`src/rtl/seqmem_pkg.sv`:
```
package seqmem_pkg;

  localparam int unsigned LANES  = 4;
  localparam int unsigned BYTE_W = 8;

  typedef enum logic {
    SEL_PTR  = 1'b0,
    SEL_DATA = 1'b1
  } host_sel_e;

  // Factory program word: message bytes derived from the index, small delay,
  // link to the following word, last factory word links to the terminator.
  function automatic logic [31:0] factory_word(input int unsigned idx,
                                               input int unsigned last,
                                               input int unsigned term);
    logic [7:0] i8;
    logic [7:0] link;
    i8   = 8'(idx);
    link = (idx == last) ? 8'(term) : 8'(idx + 1);
    return {8'hA0 + i8, 8'h50 ^ i8, {5'b0, i8[2:0]}, link};
  endfunction

  function automatic logic [31:0] term_word(input int unsigned term);
    return {16'hFFFF, 8'h00, 8'(term)};
  endfunction

endpackage

```
`src/rtl/seqmem_ptr.sv`:
```
module seqmem_ptr #(
  parameter int unsigned ADDR_W = 8
) (
  input  logic              clk,
  input  logic              rst_n,
  input  logic              load,
  input  logic [ADDR_W-1:0] load_val,
  input  logic              step,
  output logic [ADDR_W-1:0] ptr_q
);
  localparam logic [ADDR_W-1:0] ONE = ADDR_W'(1);

  always_ff @(posedge clk) begin
    if (!rst_n) begin
      ptr_q <= '0;
    end else if (load) begin
      ptr_q <= load_val;
    end else if (step) begin
      ptr_q <= ptr_q + ONE;   // natural wrap at the top
    end
  end
endmodule

```
`src/rtl/seqmem_guard.sv`:
```
module seqmem_guard #(
  parameter int unsigned WORDS        = 64,
  parameter int unsigned FACTORY_LAST = 42,
  parameter int unsigned WORD_W       = 6
) (
  input  logic              wr,
  input  logic [WORD_W-1:0] word,
  input  logic [1:0]        lane,
  output logic [3:0]        lane_we
);
  localparam int unsigned TERM_IDX  = WORDS - 1;
  localparam int unsigned LINK_LANE = 3;

  logic in_factory;
  logic in_term;

  assign in_factory = (32'(word) <= FACTORY_LAST);
  assign in_term    = (32'(word) == TERM_IDX);

  for (genvar l = 0; l < 4; l++) begin : g_lane
    logic lane_open;
    if (l == LINK_LANE) begin : g_link
      assign lane_open = !in_term;
    end else begin : g_body
      assign lane_open = !in_term && !in_factory;
    end
    assign lane_we[l] = wr && (lane == 2'(l)) && lane_open;
  end
endmodule

```
`src/rtl/seqmem_store.sv`:
```
module seqmem_store
  import seqmem_pkg::*;
#(
  parameter int unsigned WORDS        = 64,
  parameter int unsigned FACTORY_LAST = 42,
  parameter int unsigned WORD_W       = 6
) (
  input  logic              clk,
  input  logic              rst_n,
  input  logic [WORD_W-1:0] host_word,
  input  logic [1:0]        host_lane,
  input  logic [3:0]        lane_we,
  input  logic [7:0]        wr_byte,
  output logic [7:0]        host_byte,
  input  logic [WORD_W-1:0] eng_addr,
  output logic [31:0]       eng_word
);
  localparam int unsigned TERM_IDX = WORDS - 1;

  logic [31:0] mem_q [WORDS];
  logic [31:0] host_sel_word;

  always_ff @(posedge clk) begin
    if (!rst_n) begin
      for (int i = 0; i < int'(WORDS); i++) begin
        if (i <= int'(FACTORY_LAST))      mem_q[i] <= factory_word(i, FACTORY_LAST, TERM_IDX);
        else if (i == int'(TERM_IDX))     mem_q[i] <= term_word(TERM_IDX);
        else                              mem_q[i] <= '0;
      end
    end else begin
      for (int l = 0; l < 4; l++) begin
        if (lane_we[l]) mem_q[host_word][(3-l)*8 +: 8] <= wr_byte;
      end
    end
  end

  // Engine port: registered, old data on a same-cycle host write.
  always_ff @(posedge clk) begin
    if (!rst_n) eng_word <= '0;
    else        eng_word <= mem_q[eng_addr];
  end

  assign host_sel_word = mem_q[host_word];
  always_comb begin
    unique case (host_lane)
      2'd0:    host_byte = host_sel_word[31:24];
      2'd1:    host_byte = host_sel_word[23:16];
      2'd2:    host_byte = host_sel_word[15:8];
      default: host_byte = host_sel_word[7:0];
    endcase
  end
endmodule

```
`src/rtl/seqmem_port.sv`:
```
module seqmem_port
  import seqmem_pkg::*;
#(
  parameter int unsigned WORDS        = 64,
  parameter int unsigned FACTORY_LAST = 42
) (
  input  logic        clk,
  input  logic        rst_n,
  input  logic        host_sel,
  input  logic        host_wr,
  input  logic        host_rd,
  input  logic [7:0]  host_wdata,
  output logic [7:0]  host_rdata,
  input  logic [5:0]  eng_addr,
  output logic [31:0] eng_word
);
  localparam int unsigned WORD_W = $clog2(WORDS);
  localparam int unsigned ADDR_W = WORD_W + 2;

  logic [ADDR_W-1:0] ptr_q;
  logic [3:0]        lane_we;
  logic [7:0]        host_byte;
  logic              ptr_load;
  logic              data_wr;
  logic              data_rd;
  logic              do_read;

  assign ptr_load = host_wr && (host_sel == SEL_PTR);
  assign data_wr  = host_wr && (host_sel == SEL_DATA);
  assign do_read  = host_rd && !host_wr;               // write wins
  assign data_rd  = do_read && (host_sel == SEL_DATA);

  seqmem_ptr #(.ADDR_W(ADDR_W)) u_ptr (
    .clk      (clk),
    .rst_n    (rst_n),
    .load     (ptr_load),
    .load_val (host_wdata[ADDR_W-1:0]),
    .step     (data_wr || data_rd),
    .ptr_q    (ptr_q)
  );

  seqmem_guard #(
    .WORDS(WORDS), .FACTORY_LAST(FACTORY_LAST), .WORD_W(WORD_W)
  ) u_guard (
    .wr      (data_wr),
    .word    (ptr_q[ADDR_W-1:2]),
    .lane    (ptr_q[1:0]),
    .lane_we (lane_we)
  );

  seqmem_store #(
    .WORDS(WORDS), .FACTORY_LAST(FACTORY_LAST), .WORD_W(WORD_W)
  ) u_store (
    .clk       (clk),
    .rst_n     (rst_n),
    .host_word (ptr_q[ADDR_W-1:2]),
    .host_lane (ptr_q[1:0]),
    .lane_we   (lane_we),
    .wr_byte   (host_wdata),
    .host_byte (host_byte),
    .eng_addr  (eng_addr[WORD_W-1:0]),
    .eng_word  (eng_word)
  );

  always_ff @(posedge clk) begin
    if (!rst_n) begin
      host_rdata <= '0;
    end else if (do_read) begin
      host_rdata <= (host_sel == SEL_DATA) ? host_byte : 8'(ptr_q);
    end
  end
endmodule

```
`config.mk`:
```
export PLATFORM = sky130hd
export DESIGN_NAME = seqmem_port
export DESIGN_NICKNAME = d
export VERILOG_FILES = /design/src/rtl/seqmem_pkg.sv /design/src/rtl/seqmem_ptr.sv /design/src/rtl/seqmem_guard.sv /design/src/rtl/seqmem_store.sv /design/src/rtl/seqmem_port.sv
export SDC_FILE = /design/constraint.sdc
export NUM_CORES = 2
export LEC_CHECK = 0
export BUFFER_PORTS_ARGS = -buffer_cell sky130_fd_sc_hd__buf_4
export CELL_PAD_IN_SITES_DETAIL_PLACEMENT = 0
export CELL_PAD_IN_SITES_GLOBAL_PLACEMENT = 1
export CORE_MARGIN = 2
export CORE_UTILIZATION = 62
export CTS_BUF_LIST = sky130_fd_sc_hd__clkbuf_2
export CTS_CLUSTER_DIAMETER = 100
export DETAILED_ROUTE_END_ITERATION = 10
export PLACE_DENSITY = 0.94
export SLEW_MARGIN = 10
export SYNTH_ARGS = -nofsm -noshare
export SYNTH_HDL_FRONTEND = slang
export SYNTH_SLANG_ARGS = --single-unit
```
`constraint.sdc`:
```
create_clock -name clk -period 8.5 [get_ports clk]
set_input_delay 0.85 -clock clk [delete_from_list [all_inputs] [get_ports clk]]
set_output_delay 0.85 -clock clk [all_outputs]
set_load 0.01 [all_outputs]
```
## Word level (Yosys, flattened, before mapping)

Memories as Yosys holds them, arrays and structs flattened. A register that Yosys moved wholly into a read port is not among the register bits.
Cells that the tools add are included.

- Add/sub/neg operators: 1
- Magnitude comparators: 1
- Eq/ne operators: 4
- Muxes and demuxes: 22
- Bitwise operators: 1
- Reduce and logical (&&, ||, !) cells: 21

Operators with widths:

| kind | count |
|---|---|
| 2-to-1 mux 32 bit | 1 |
| OR reduction 32 bit | 1 |
| 2-to-1 mux 8 bit | 3 |
| case mux 8 bit (3 select lines) | 1 |
| 2-to-1 mux 6 bit | 3 |
| logical AND 1 bit | 13 |
| 2-to-1 mux 1 bit | 13 |
| adder 8 x 1 -> 8 bit, second input constant | 1 |
| == test 6 bit, second input constant | 1 |
| <= comparator 6 bit, second input constant | 1 |
| == test 2 bit, second input constant | 2 |
| zero test 1 bit | 4 |
| 2-to-1 mux 4 bit | 1 |
| == test 2 x 1 -> 1 bit, second input constant | 1 |
| zero test 2 bit | 1 |
| nonzero test 2 bit | 1 |
| logical OR 1 bit | 1 |
| inverter 1 bit | 1 |

- Bits in registers: 16
- Memory bits (writable): 2048
- Bits of input ports: 19
- Output and inout bits: 40
- Memories kept: 1

Memories:

| name | depth | bits a word | rd ports | clocked after memory_dff | write ports | line | source |
|---|---|---|---|---|---|---|---|
| u_store.mem_q | 64 | 32 | 2 | 2 | 64 | seqmem_store.sv:20 | `logic [31:0] mem_q [WORDS];` |

## Depth between registers and ports, before layout

- Word-level depth: 9
- Depth in mapped cells: 12
- Mapped depth without buffers: 8

## Hierarchy

From an unflattened synthesis, not the netlist that was laid out.

- Cells, all modules: 8179
- Area, all modules: 110882.6 sq um

Modules (own cells, without submodules):

| module | instances | cells an instance | area each (sq um) | seq. area each (sq um) |
|---|---|---|---|---|
| seqmem_store | 1 | 8076 | 109964.2 | 62139.6 |
| seqmem_ptr | 1 | 55 | 461.7 | 160.2 |
| seqmem_port | 1 | 38 | 391.6 | 160.2 |
| seqmem_guard | 1 | 10 | 65.1 | 0.0 |

## Worst setup path before layout

Ideal clock, no wire load.

- Path kind: input-to-reg
- From: in eng_addr[0]
- To: reg u_store.eng_word[11], read port of u_store.mem_q
- Arrival: 3.141 ns
- Slack: 5.244 ns
- Stages on the path: 6
- Buffers on the path: 2
- Path through: buf_2 buf_1 mux4_2 mux4_2 mux4_2 and2_1

RTL lines:

| item | line | source |
|---|---|---|
| start, declared | seqmem_port.sv:14 | `input logic [5:0] eng_addr,` |
| end, declared | seqmem_store.sv:16 | `output logic [31:0] eng_word` |

==> out/metrics.cfg <==
[timing]
min_period_ns=4.99
finalMaxSlewViolations=0
rsz0062_at_grt=no
fin_skew_ns=0.204
max-slew-margin-rel_pct=8.21
finalHoldViolations=0
setup_viol=0
fin_crit_sh_pct=58.7
worst_slew_pin_slew_ns=1.38
max_freq_mhz=200
fin_tns_setup_ns=0

[synth]
ys_ff_latch=2102
synth_commonest_cells=edfxtp_1 (2048), mux4_2 (1155), and3_1 (507)
synthMuxAreaShare_pct=26.2
synth-simple-area-share_pct=7.94
synth_top_area_share_pct=58.9
synth_area_leader_cell=edfxtp_1
synth.avg_cell_area_um2=16.9
ys_warn_count=0
synth_area_um2=104000
yosysMostFrequentCell=edfxtp_1
post_synth_fa_ha_maj_area_fraction_pct=0.0479
ys_seq_area_share_pct=59.9
syn_inst=6166
synth_cell_types=72
synth_edf_count=2048
synth_top_family_by_area=multiplexers
ys_async_sr_fraction_pct=0
synth_compound_area_share_pct=2.64
synth_area_leaders=edfxtp_1 (59%), mux4_2 (25%), and3_1 (3.0%)
ys.flop_type=edfxtp_1
synth_xor_area_share_pct=0.00838

[critical_path]
required_ns=10.10
critPathMaxFanout=81
cp_num_buf_inv=2
path_cells=and3_1 > and2_1 > a2111oi_0 > buf_4 > and2_2 > buf_4 > nand2_1 > nand2_1
start_kind=flop
cpPeakStageDelay_ns=0.92
crit_arrival_ns=6.58
crit_family=simple AND/OR/NAND/NOR gates
end_kind=flop
critical_path_class=flop to flop
cpMaxStageDelayCell=a2111oi_0

[clocking]
cts_buffers=550
cts_tree=done
clk_pin_slew_worst_paths_ns=0.10
cts_resized=0
htree_num_levels=6
clk_path_buf_depth=4
post-cts-setup-buffer-count=0
clock_sinks=2102
clk-insertion-delay-late_ns=1.99
root_buffer=clkbuf_2

[pwr]
ir_drop_v=0.000173
power_frac_clock_pct=30.7
leakagePower_nw=42.7
seqPwrFrac_pct=55.2
p_int_mw=16.0
combPwrFrac_pct=14.1
p_sw_share_pct=28.8
finalPower_mw=22.4
switching_power_mw=6.46
power.density_nw_per_um2=194

[route]
drt-met1-wl_um=104000
dr_wl_met2_um=150000
route.met3.wl_um=50700
via_count=69400
routed_via_density=6.97
drc=0
dr.pass1.iters=9
wl_per_cell_um=33.0
drt_iter0_drc=12900
routed.top_layer=met5
ant_nets=0
wirelength_um=328000

[placed_design]
gp_congestion=0.982
dp_hpwl_um=211000
portBuffers=58

[floorplanning]
coreArea_um2=167000
die_w_um=414
initial_core_util_pct=62.5
die_h_um=414
io-pin-count=59
fp-row-count=150
die-area_um2=172000

[global_route]
grt_pass1_vias=68900
grt_max_degree=125
gr-total-overflow=0
grt_pass1_wl_um=470000
grtUsageTotal_pct=38.4
antenna_found_initial=29

[cells_and_area]
finalNetCount=7400
layout-drive-gt1-share_pct=29.2
fin_util_pct=69.0
syn2layout_area_growth_pct=10.5

[outcome]
status=complete, no violations

[min_path]
min_path_type=primary input to flop

[run]
drv_cap=0

[worst register-to-register path: stages (launching register included)]
cell	delay, ns
dfxtp_1	0.50
and3_1	0.41
and2_1	0.44
a2111oi_0	0.93
buf_4	0.27
and2_2	0.81
buf_4	0.68
nand2_1	0.24
nand2_1	0.34
[final cells by class]
cell class	instances	area, um^2
Timing Repair Buffer	253	2240
Antenna cell	22	55.1
Sequential cell	2102	62600
Inverter	149	568
Clock inverter	125	694
Clock buffer	781	3910
Fill cell	10900	51800
Tap cell	2204	2760
Multi-Input combinational cell	4321	42600
[kinds of logic (layout without fill, tap and decap cells)]
family | after synthesis | in the layout
flip-flops | 2102 | 2102
AND/OR/NAND/NOR | 1568 | 1568
multiplexers | 1288 | 1288
buffers and inverters | 805 | 1308
AO/OA/AOI/OAI | 396 | 396
adder cells (fa/ha/maj) | 4 | 4
other | 2 | 1086
XOR/XNOR | 1 | 1
[power by group through the flow]
stage	logic (mW)	registers (mW)	clock network, mW
6_report	3.17	12.4	6.88
5_1_grt	3.23	12.4	7.36
4_1_cts	3.05	12.3	6.89
3_5_place_dp	3.02	12.6	0
3_3_place_gp	2.99	12.5	0
2_1_floorplan	2.00	12.4	0
[placed cells by master (no fill, tap or decap), types with 114 or more instances in the layout]
master / n
nor3_1: 137
nor2_1: 223
buf_4: 190
nand2_1: 271
edfxtp_1: 2048
mux4_2: 1155
or3_1: 114
conb_1: 1064
mux2i_1: 117
and2_1: 120
clkbuf_2: 781
and3_1: 507
inv_1: 142
[final timing paths]
path / from / to / slack (ns) / depth (start not counted)
worst min-delay path: host_rd / host_rdata[3]$_SDFFE_PN0P_ / 0.13 / 6
worst max register to register: u_ptr.ptr_q[2]$_SDFFE_PN0N_ / u_store.mem_q[47][16]$_SDFFCE_PN0P_ / 3.51 / 8
worst min register to register: host_rdata[3]$_SDFFE_PN0P_ / host_rdata[3]$_SDFFE_PN0P_ / 0.66 / 3
worst max-delay path: u_ptr.ptr_q[2]$_SDFFE_PN0N_ / u_store.mem_q[47][16]$_SDFFCE_PN0P_ / 3.51 / 8
[per-stage QoR]
stage	hold WS (ns)	worst slack (ns)	std cells	instance area, um^2
6_report	0.129	3.51	9957	115000
3_3_place_gp	0.657	3.89	8987	110000
3_5_place_dp	0.657	3.78	8987	110000
2_1_floorplan	0.570	5.24	7228	108000
4_1_cts	0.000690	3.83	9935	115000
5_1_grt	0.0994	3.37	9941	115000
[flip-flops by register name, indices dropped and copies added, names as in the netlist, named ones only]
name,count
u_ptr.ptr_q,8
host_rdata,8
u_store.mem_q,2048
u_store.eng_word,32
[repair_timing]
action | in CTS | in global routing
hold buffers | 42 | 0
endpoints found under the hold margin | 1161 | 0
setup endpoints to repair | 0 | 0
[per-layer routing]
metal,up-vias,track usage [%]
li1,27000,-
met1,34500,49.3
met2,6587,57.1
met3,1307,13.1
met4,26,23.6
met5,-,0.333
Power figures use the tool's default switching activity.
